`config.mk`:
```
export PLATFORM = sky130hd
export DESIGN_NAME = sector_scan_cmp
export DESIGN_NICKNAME = d
export VERILOG_FILES = /design/src/rtl/scan_pkg.sv /design/src/rtl/scan_ctrl.sv /design/src/rtl/scan_dp.sv /design/src/rtl/sector_scan_cmp.sv
export SDC_FILE = /design/constraint.sdc
export NUM_CORES = 1
export LEC_CHECK = 0
export BUFFER_PORTS_ARGS = -buffer_cell sky130_fd_sc_hd__clkbuf_2
export CAP_MARGIN = 10
export CORE_MARGIN = 2
export CORE_UTILIZATION = 45
export DETAILED_ROUTE_END_ITERATION = 16
export PLACE_DENSITY = 0.78
export SYNTH_ARGS = -nofsm -noshare
export SYNTH_HDL_FRONTEND = slang
export SYNTH_HIERARCHICAL = 1
export SYNTH_SLANG_ARGS = --single-unit
```
`constraint.sdc`:
```
create_clock -name clk -period 3.5 [get_ports clk]
set_clock_uncertainty 0.05 [all_clocks]
set_input_delay 0.7 -clock clk [delete_from_list [all_inputs] [get_ports clk]]
set_output_delay 0.7 -clock clk [all_outputs]
set_load 0.02 [all_outputs]
```
`src/rtl/scan_pkg.sv`:
```
package scan_pkg;

  typedef enum logic [1:0] {
    MODE_EQ = 2'd0,
    MODE_LE = 2'd1,
    MODE_GE = 2'd2
  } scanMode_t;

  typedef struct packed {
    logic      clrStat;
    logic      setNotReady;
    logic      cmpEn;
    scanMode_t mode;
  } dpStrobe_t;

  localparam logic [4:0] OP_EQ = 5'h11;
  localparam logic [4:0] OP_LE = 5'h19;
  localparam logic [4:0] OP_GE = 5'h1D;

endpackage

```
`src/rtl/scan_ctrl.sv`:
```
module scan_ctrl
  import scan_pkg::*;
#(
  parameter int CMD_LEN = 9
) (
  input  logic       clk,
  input  logic       rstN,
  input  logic       cmdValid,
  input  logic [7:0] cmdByte,
  input  logic       driveReady,
  input  logic       diskValid,
  input  logic       hostValid,
  input  logic       sectorOk,
  output dpStrobe_t  strobe,
  output logic       diskAck,
  output logic       hostAck,
  output logic       scanBusy,
  output logic       scanDone,
  output logic       termPulse,
  output logic       cmdDone
);

  localparam int CNT_W = $clog2(CMD_LEN);

  logic [CNT_W-1:0] cmdCnt;
  scanMode_t        modeQ;
  scanMode_t        opMode;
  logic             isScanOp;
  logic             startNow;
  logic             busyQ, doneQ, termQ, cmdDoneQ;

  always_comb begin
    isScanOp = 1'b1;
    opMode   = MODE_EQ;
    case (cmdByte[4:0])
      OP_EQ:   opMode = MODE_EQ;
      OP_LE:   opMode = MODE_LE;
      OP_GE:   opMode = MODE_GE;
      default: isScanOp = 1'b0;
    endcase
  end

  assign startNow = cmdValid && (cmdCnt == CNT_W'(CMD_LEN - 1));

  always_ff @(posedge clk) begin
    if (!rstN) begin
      cmdCnt <= '0;
      modeQ  <= MODE_EQ;
    end else if (cmdValid) begin
      if (cmdCnt == '0) begin
        if (isScanOp) begin
          cmdCnt <= CNT_W'(1);
          modeQ  <= opMode;
        end
      end else if (startNow) begin
        cmdCnt <= '0;
      end else begin
        cmdCnt <= cmdCnt + CNT_W'(1);
      end
    end
  end

  assign diskAck = busyQ && diskValid && (doneQ || hostValid);
  assign hostAck = busyQ && !doneQ && diskValid && hostValid;

  always_ff @(posedge clk) begin
    if (!rstN) begin
      busyQ    <= 1'b0;
      doneQ    <= 1'b0;
      termQ    <= 1'b0;
      cmdDoneQ <= 1'b0;
    end else begin
      termQ    <= 1'b0;
      cmdDoneQ <= 1'b0;
      if (startNow) begin
        busyQ    <= driveReady;
        doneQ    <= 1'b0;
        cmdDoneQ <= !driveReady;
      end else if (hostAck && sectorOk) begin
        doneQ <= 1'b1;
        termQ <= 1'b1;
      end
    end
  end

  always_comb begin
    strobe.clrStat     = startNow;
    strobe.setNotReady = startNow && !driveReady;
    strobe.cmpEn       = hostAck && !startNow;
    strobe.mode        = modeQ;
  end

  assign scanBusy  = busyQ;
  assign scanDone  = doneQ;
  assign termPulse = termQ;
  assign cmdDone   = cmdDoneQ;

  AST_TERM_SINGLE: assert property (@(posedge clk) disable iff (!rstN)
    termQ |=> !termQ);
  AST_DONE_HOLD: assert property (@(posedge clk) disable iff (!rstN)
    (doneQ && !startNow) |=> doneQ);
  AST_NR_IDLE: assert property (@(posedge clk) disable iff (!rstN)
    cmdDoneQ |-> !busyQ);
  AST_IDLE_NO_ACK: assert property (@(posedge clk) disable iff (!rstN)
    !busyQ |-> (!diskAck && !hostAck));
  AST_STALL: assert property (@(posedge clk) disable iff (!rstN)
    (busyQ && !doneQ && !hostValid) |-> !diskAck);

endmodule

```
`src/rtl/scan_dp.sv`:
```
module scan_dp
  import scan_pkg::*;
#(
  parameter int DATA_W = 8,
  parameter int SLOT_W = 11
) (
  input  logic              clk,
  input  logic              rstN,
  input  dpStrobe_t         strobe,
  input  logic [DATA_W-1:0] diskByte,
  input  logic [DATA_W-1:0] hostByte,
  input  logic [SLOT_W-1:0] diskSlot,
  input  logic [SLOT_W-1:0] secSize,
  output logic              scanHit,
  output logic              scanNotSat,
  output logic              st0NotReady,
  output logic              st0Fail,
  output logic              sectorOk
);

  logic hitQ, nsQ, nrQ, failQ;
  logic nextHit, nextNs;
  logic firstSlot, lastSlot, differ, lowOk, highOk;

  assign firstSlot = (diskSlot == '0);
  assign lastSlot  = (diskSlot == (secSize - SLOT_W'(1)));
  assign differ    = (diskByte != hostByte);
  assign lowOk     = (strobe.mode == MODE_LE) && (diskByte < hostByte);
  assign highOk    = (strobe.mode == MODE_GE) && (diskByte > hostByte);

  always_comb begin
    nextHit = firstSlot ? 1'b1 : hitQ;
    nextNs  = firstSlot ? 1'b0 : nsQ;
    if (differ) begin
      nextHit = 1'b0;
      nextNs  = !(lowOk || highOk);
    end
  end

  assign sectorOk = strobe.cmpEn && lastSlot && !nextNs;

  always_ff @(posedge clk) begin
    if (!rstN) begin
      hitQ  <= 1'b0;
      nsQ   <= 1'b0;
      nrQ   <= 1'b0;
      failQ <= 1'b0;
    end else if (strobe.clrStat) begin
      hitQ  <= 1'b0;
      nsQ   <= 1'b0;
      nrQ   <= strobe.setNotReady;
      failQ <= strobe.setNotReady;
    end else if (strobe.cmpEn) begin
      hitQ <= nextHit;
      nsQ  <= nextNs;
    end
  end

  assign scanHit     = hitQ;
  assign scanNotSat  = nsQ;
  assign st0NotReady = nrQ;
  assign st0Fail     = failQ;

  AST_HIT_NS_EXCL: assert property (@(posedge clk) disable iff (!rstN)
    !(hitQ && nsQ));
  AST_NR_CLEARS: assert property (@(posedge clk) disable iff (!rstN)
    nrQ |-> (failQ && !hitQ && !nsQ));
  AST_FIRST_SLOT: assert property (@(posedge clk) disable iff (!rstN)
    (strobe.cmpEn && firstSlot && !differ) |=> (hitQ && !nsQ));
  AST_HOLD_IDLE: assert property (@(posedge clk) disable iff (!rstN)
    (!strobe.cmpEn && !strobe.clrStat) |=> ($stable(hitQ) && $stable(nsQ)));

endmodule

```
`src/rtl/sector_scan_cmp.sv`:
```
module sector_scan_cmp
  import scan_pkg::*;
#(
  parameter int DATA_W  = 8,
  parameter int SLOT_W  = 11,
  parameter int CMD_LEN = 9
) (
  input  logic              clk,
  input  logic              rstN,
  input  logic              cmdValid,
  input  logic [7:0]        cmdByte,
  input  logic              driveReady,
  input  logic [SLOT_W-1:0] secSize,
  input  logic              diskValid,
  input  logic [DATA_W-1:0] diskByte,
  input  logic [SLOT_W-1:0] diskSlot,
  input  logic              hostValid,
  input  logic [DATA_W-1:0] hostByte,
  output logic              diskAck,
  output logic              hostAck,
  output logic              scanBusy,
  output logic              scanHit,
  output logic              scanNotSat,
  output logic              scanDone,
  output logic              termPulse,
  output logic              st0NotReady,
  output logic              st0Fail,
  output logic              cmdDone
);

  dpStrobe_t strobe;
  logic      sectorOk;

  scan_ctrl #(.CMD_LEN(CMD_LEN)) uCtrl (
    .clk(clk), .rstN(rstN), .cmdValid(cmdValid), .cmdByte(cmdByte),
    .driveReady(driveReady), .diskValid(diskValid), .hostValid(hostValid),
    .sectorOk(sectorOk), .strobe(strobe), .diskAck(diskAck), .hostAck(hostAck),
    .scanBusy(scanBusy), .scanDone(scanDone), .termPulse(termPulse),
    .cmdDone(cmdDone)
  );

  scan_dp #(.DATA_W(DATA_W), .SLOT_W(SLOT_W)) uDp (
    .clk(clk), .rstN(rstN), .strobe(strobe), .diskByte(diskByte),
    .hostByte(hostByte), .diskSlot(diskSlot), .secSize(secSize),
    .scanHit(scanHit), .scanNotSat(scanNotSat), .st0NotReady(st0NotReady),
    .st0Fail(st0Fail), .sectorOk(sectorOk)
  );

endmodule

```
==> impl_metrics.csv, run 1 <==
group,metric,value,unit
run_status,status,"finished clean",
worst_setup_path,critPathKind,"in2reg",
cells_and_area,nets,297,
timing,fin_crit_sh,66.9,%
yosys,synthesis.nets,238,
placement,port_buffers,58,
floorplanning,start_util,47.8,%
clock_network,clk_latency,0.28,ns
yosys,yosys-top-cells-area,"dfxtp_1 (20%), ha_1 (10%), inv_1 (5.1%)",
worst_setup_path,critPathSlowestCell,"or4_4",
worst_setup_path,arrival,2.51,ns
timing,rsz0062_at_grt,"no",
worst_setup_path,worstPathMaxFanout,5,
worst_setup_path,crit_chain,"clkbuf_2, or4_4, o21a_1, o311ai_1, a21oi_1, a21oi_1, and4_1, a21oi_1, nor2_1",
timing,finalMaxSlewViolations,0,
floorplanning,die-area,3410,um^2
pwr,p_per_area,223,nW/um^2
worst_setup_path,critPathTopFamily,"simple AND/OR/NAND/NOR gates",
placement,place.gp.congestion,0.825,
routing,drc,0,
clock_network,cts-root-buf,"clkbuf_4",
timing,max_slew_margin,74.4,%
cells_and_area,n_fill_cell,278,
routing,vias,1440,
yosys,yosysTopAreaCellShare,19.6,%
timing,setup-tns-final,0,ns
routing,dr.pass1.iters,4,
yosys,synth-seq-cells,13,
floorplanning,rows,19,
timing,hold_violations,0,
hold_path,min_path_type,"reg2reg",
floorplanning,core_area,2780,um^2
timing,min_period,2.34,ns
clock_network,cts_tree,"built",
global_route,grt_remaining_overflow,0,
global_route,grt_max_degree,17,
pwr,leakagePower,0.811,nW
worst_setup_path,cp_common_cell,"a21oi_1",
global_route,grt_pass1_vias,1254,
yosys,synth_common_cells,"inv_1 (18), nand2_1 (17), dfxtp_1 (13)",
timing,timing.fmax,427,MHz
yosys,synth_most_common_cell,"inv_1",
global_route,grt_antenna_before_repair,0,
clock_network,htree_levels,1,
job,drv_cap,0,
routing,drtIter0Drc,23,
floorplanning,io-pin-count,62,
clock_network,ctsResizeCount,0,
hold_path,worstHoldPathCells,2,
yosys,synth_warnings,6,
timing,setup_viol,0,
timing,worst_pin_slew,0.374,ns
clock_network,clock_sinks,13,
yosys,ys_seq_area_share,19.6,%
pwr,peakVddDrop,0.270,mV
clock_network,cts-hold-fix-buffers,0,
placement,dpl.hpwl,2500,um
timing,hold_ws,0.438,ns
clock_network,cts_buffers,3,
clock_network,clock_path_buffers,2,
worst_setup_path,worstSetupStartpointType,"input port",
worst_setup_path,crit_buf_inv,1,
routing,drt-total-wl,2970,um
yosys,yosysTopAreaCell,"dfxtp_1",
yosys,syn_area_per_cell,7.60,um^2
floorplanning,die-width,58.4,um
routing,drtAntennaViolNets,0,
worst_setup_path,crit_path_end_kind,"flip-flop",
worst_setup_path,cp.depth,9,
routing,via_per_inst,5.45,
yosys,async_reset_ff_share,0,%
global_route,grt_usage,18.4,%
clock_network,cts_setup_buffers,0,
worst_setup_path,slowest_delay,0.58,ns
cells_and_area,num_antenna_cells,0,
yosys,synth_ff_type,"dfxtp_1",
cells_and_area,areaGrowthSynthToFinish,25.1,%
worst_setup_path,reg2reg_depth,10,
worst_setup_path,cp.required,3.67,ns
floorplanning,die_h,58.4,um
yosys,synth_edf_count,0,
global_route,grt_first_pass_wirelength,5060,um
routing,wl_per_cell,11.3,um
yosys,yosysUniqueCellTypes,49,
yosys,syn-cell-area,1330,um^2
clock_network,path_clk_slew,0.08,ns
cells_and_area,drive_above_1_share,30.5,%
yosys,synthCells,175,
-- logic make-up after synthesis --
logic type | Yosys count | synth area share (%)
buffers and inverters | 22 | 6.77
flip-flops | 13 | 19.6
multiplexers | 5 | 3.76
AO/OA/AOI/OAI | 37 | 18.4
XOR/XNOR | 10 | 6.58
adder cells (fa/ha/maj) | 11 | 10.3
AND/OR/NAND/NOR | 77 | 34.5
-- area by class of cell --
cell class	instances	area (um^2)	area share (%)
flip-flops and latches	13	260	15.6
clock inverters	1	5.00	0.301
repair buffers	58	290	17.4
inverters	18	67.6	4.06
multi-input cells	140	980	58.9
clock buffers	3	22.5	1.35
well taps	31	38.8	2.33
-- registers in the layout (all words and copies together) (netlist names) --
| register | count |
|---|---|
| uCtrl/scanBusy | 1 |
| uDp/scanHit | 1 |
| uCtrl/cmdDone | 1 |
| uCtrl/modeQ | 2 |
| uCtrl/termPulse | 1 |
| uCtrl/cmdCnt | 4 |
| uDp/scanNotSat | 1 |
| uDp/st0Fail | 1 |
| uCtrl/scanDone | 1 |
-- through the flow --
| stage | setup WS, ns | util [%] | power, mW | instance area [um^2] | instances |
|---|---|---|---|---|---|
| after CTS | 1.13 | 59.8 | 0.375 | 1660 | 264 |
| after global routing | 0.880 | 59.8 | 0.400 | 1660 | 264 |
| after global placement | 0.883 | 58.8 | 0.281 | 1640 | 260 |
| after detailed placement | 0.848 | 58.8 | 0.283 | 1640 | 260 |
| after floorplan | 1.18 | - | 0.232 | 1330 | 175 |
| final | 1.16 | 59.8 | 0.372 | 1660 | 264 |
-- cell usage in the layout, fill, tap and decap left out, types with 2 or more instances in the layout --
cell / instances
a31oi_1: 2
inv_1: 18
o21ai_0: 6
and2_1: 3
nor2_1: 11
clkbuf_4: 3
a21boi_0: 2
nand3b_1: 2
dfxtp_1: 13
nor2b_1: 4
nor3b_2: 2
nor4_1: 3
nand4_1: 4
nor3_1: 5
xnor2_1: 6
a21oi_1: 9
nand3_2: 2
clkbuf_2: 58
a21o_1: 3
mux2i_1: 5
nand2_1: 17
nand4b_1: 2
a311oi_1: 2
nand2b_1: 4
nand3_1: 7
xor2_1: 4
a211oi_1: 2
ha_1: 11
o21bai_1: 2
-- layer usage --
layer | GRT usage, % | vias to the layer above | part of all wire (%)
li1 | - | 752 | -
met3 | 3.52 | 6 | 6.2
met2 | 32.4 | 49 | 47
met5 | 0 | - | 0
met1 | 23.2 | 633 | 46
met4 | 3.99 | 0 | 1.2
-- tightest hold or removal path: cells and delay by family (launching register included) --
| family | cells | cell delay, ns |
|---|---|---|
| and+or+nand+nor | 1 | 0.06 |
| DFF | 1 | 0.33 |
| muxes | 1 | 0.06 |
-- path summary, 6_finish.rpt --
kind	from	end	slack (ns)
setup / recovery	secSize[0]	uCtrl/scanDone$_SDFFE_PP0P_	1.16
setup reg to reg	uCtrl/cmdCnt[0]$_SDFFE_PN0P_	uCtrl/scanDone$_SDFFE_PP0P_	1.31
hold / removal	uCtrl/modeQ[0]$_SDFFE_PN0P_	uCtrl/modeQ[0]$_SDFFE_PN0P_	0.44
hold reg to reg	uCtrl/modeQ[0]$_SDFFE_PN0P_	uCtrl/modeQ[0]$_SDFFE_PN0P_	0.44
-- report_power, final --
group	switching, mW	internal (mW)	total (mW)	leakage, nW
combinational	0.0647	0.0614	0.126	0.689
clock	0.0481	0.0424	0.0905	0.0177
sequential	0.00454	0.151	0.155	0.105
total	0.117	0.254	0.372	0.811
Power figures use the tool's default switching activity.
==> inputs of run 2 (changes only) <==
Clock period 3.5 ns to 2.4 ns, I/O delays scaled along.
==> impl_metrics.csv, run 2 (synthesized netlist as in run 1, its figures left out) <==
group,metric,value,unit
floorplanning,die-area,3410,um^2
global_route,grt.busiest_layer,"met2",
routing,vias,1417,
global_route,grt_max_degree,17,
clock_network,ctsResizeCount,0,
placement,port_buffers,58,
clock_network,clk_latency,0.27,ns
worst_setup_path,crit_path_end_kind,"flip-flop",
clock_network,cts-hold-fix-buffers,0,
pwr,seqPwrFrac,41.4,%
pwr,power,0.546,mW
cells_and_area,final_cell_mix,"clkbuf_2 (58), inv_1 (18), nand2_1 (17)",
timing,worst_pin_slew,0.376,ns
clock_network,clock_sinks,13,
floorplanning,start_util,47.8,%
clock_network,cts_buffers,3,
floorplanning,die-width,58.4,um
worst_setup_path,worstSetupStartpointType,"flip-flop",
clock_network,cts-root-buf,"clkbuf_4",
clock_network,htree_levels,1,
pwr,p_per_area,321,nW/um^2
cells_and_area,num_antenna_cells,0,
floorplanning,core_area,2780,um^2
placement,place.gp.congestion,0.879,
timing,setup-tns-final,0,ns
global_route,grt_antenna_before_repair,0,
timing,hold_violations,0,
run_status,status,"finished clean",
routing,via_per_inst,5.27,
pwr,combPwrFrac,34.3,%
global_route,use_met2,30.0,%
global_route,grt_first_pass_wirelength,4810,um
cells_and_area,top_regs,"uCtrl/cmdCnt (4), uCtrl/modeQ (2)",
worst_setup_path,slowest_delay,0.43,ns
pwr,intPower,0.375,mW
floorplanning,rows,19,
cells_and_area,largest_reg_flops,4,
timing,timing.fmax,460,MHz
placement,pre_cts_slack,0.0559,ns
cells_and_area,largest-register,"uCtrl/cmdCnt",
pwr,netSwitchingFraction,31.2,%
hold_path,min_path_type,"in2reg",
routing,drtAntennaViolNets,0,
clock_network,clock_path_buffers,2,
placement,place_area,1670,um^2
placement,dpl.hpwl,2430,um
cells_and_area,areaGrowthSynthToFinish,27.9,%
timing,finalMaxSlewViolations,0,
worst_setup_path,arrival,2.34,ns
floorplanning,die_h,58.4,um
timing,fin_ws,0.224,ns
routing,dr.pass1.iters,4,
pwr,leakagePower,0.837,nW
job,drv_cap,0,
global_route,grt_pass1_vias,1239,
timing,max_slew_margin,74.3,%
timing,setup_viol,0,
cells_and_area,drive_above_1_share,31.9,%
worst_setup_path,critPathKind,"reg2reg",
cells_and_area,nets,302,
timing,fin_crit_sh,90.7,%
timing,min_period,2.18,ns
pwr,clkPwrFrac,24.3,%
timing,rsz0062_at_grt,"no",
cells_and_area,final_common_cell,"clkbuf_2",
cells_and_area,instances_no_fill,269,
routing,wl_per_cell,10.6,um
floorplanning,io-pin-count,62,
routing,drt-total-wl,2850,um
routing,drc,0,
pwr,p_sw,0.170,mW
clock_network,cts_tree,"built",
clock_network,path_clk_slew,0.08,ns
worst_setup_path,worstPathMaxFanout,6,
worst_setup_path,crit_chain,"inv_1, ha_1, nor2b_4, nand3_2, and2_4, nand4_1, a2111oi_0, and4_1, a21oi_1, nor2_1",
global_route,grt_remaining_overflow,0,
routing,drtIter0Drc,32,
cells_and_area,fin_area,1700,um^2
worst_setup_path,cp.required,2.57,ns
clock_network,cts_setup_buffers,0,
cells_and_area,post-route-util,61.2,%
placement,placed_cells,265,
worst_setup_path,critPathSlowestCell,"dfxtp_1",
global_route,met3_usage,3.30,%
pwr,peakVddDrop,0.380,mV
global_route,met1_usage,21.6,%
timing,hold_ws,0.429,ns
global_route,grt_usage,17.4,%
run 2: layer usage:
layer | part of all wire, % | routed length, um
met5 | 0 | 0
met4 | 0.81 | 23
met3 | 6.9 | 198
met2 | 47 | 1330
met1 | 46 | 1300
run 2: cell type report:
cell class / instances / area [um^2]
multi-input combinational: 140 / 980
fill: 279 / 1080
inverter: 18 / 67.6
timing repair buffer: 63 / 328
clock buffer: 3 / 22.5
tap: 31 / 38.8
clock inverter: 1 / 5.00
sequential: 13 / 260
run 2: power by group through the flow:
stage,clock network (mW),logic (mW),registers [mW]
5_1_grt,0.146,0.212,0.226
3_3_place_gp,0,0.184,0.231
6_report,0.132,0.187,0.226
4_1_cts,0.137,0.188,0.226
2_1_floorplan,0,0.109,0.229
3_5_place_dp,0,0.187,0.231
run 2: worst max-delay path, delay by kind of cell (launching register included):
kind / cells / cell delay (ns)
simple gates: 6 / 0.91
compound gates: 2 / 0.38
fa+ha+maj: 1 / 0.24
buf+inv: 1 / 0.11
flops: 1 / 0.43
run 2: path summary, 6_finish.rpt:
kind	startpoint	endpoint	slack, ns	cells after the start
min reg2reg	uCtrl/modeQ[0]$_SDFFE_PN0P_	uCtrl/modeQ[0]$_SDFFE_PN0P_	0.43	2
max reg2reg	uCtrl/cmdCnt[0]$_SDFFE_PN0P_	uCtrl/scanDone$_SDFFE_PP0P_	0.22	10
min	cmdByte[2]	uCtrl/modeQ[1]$_SDFFE_PN0P_	0.43	3
max	uCtrl/cmdCnt[0]$_SDFFE_PN0P_	uCtrl/scanDone$_SDFFE_PP0P_	0.22	10
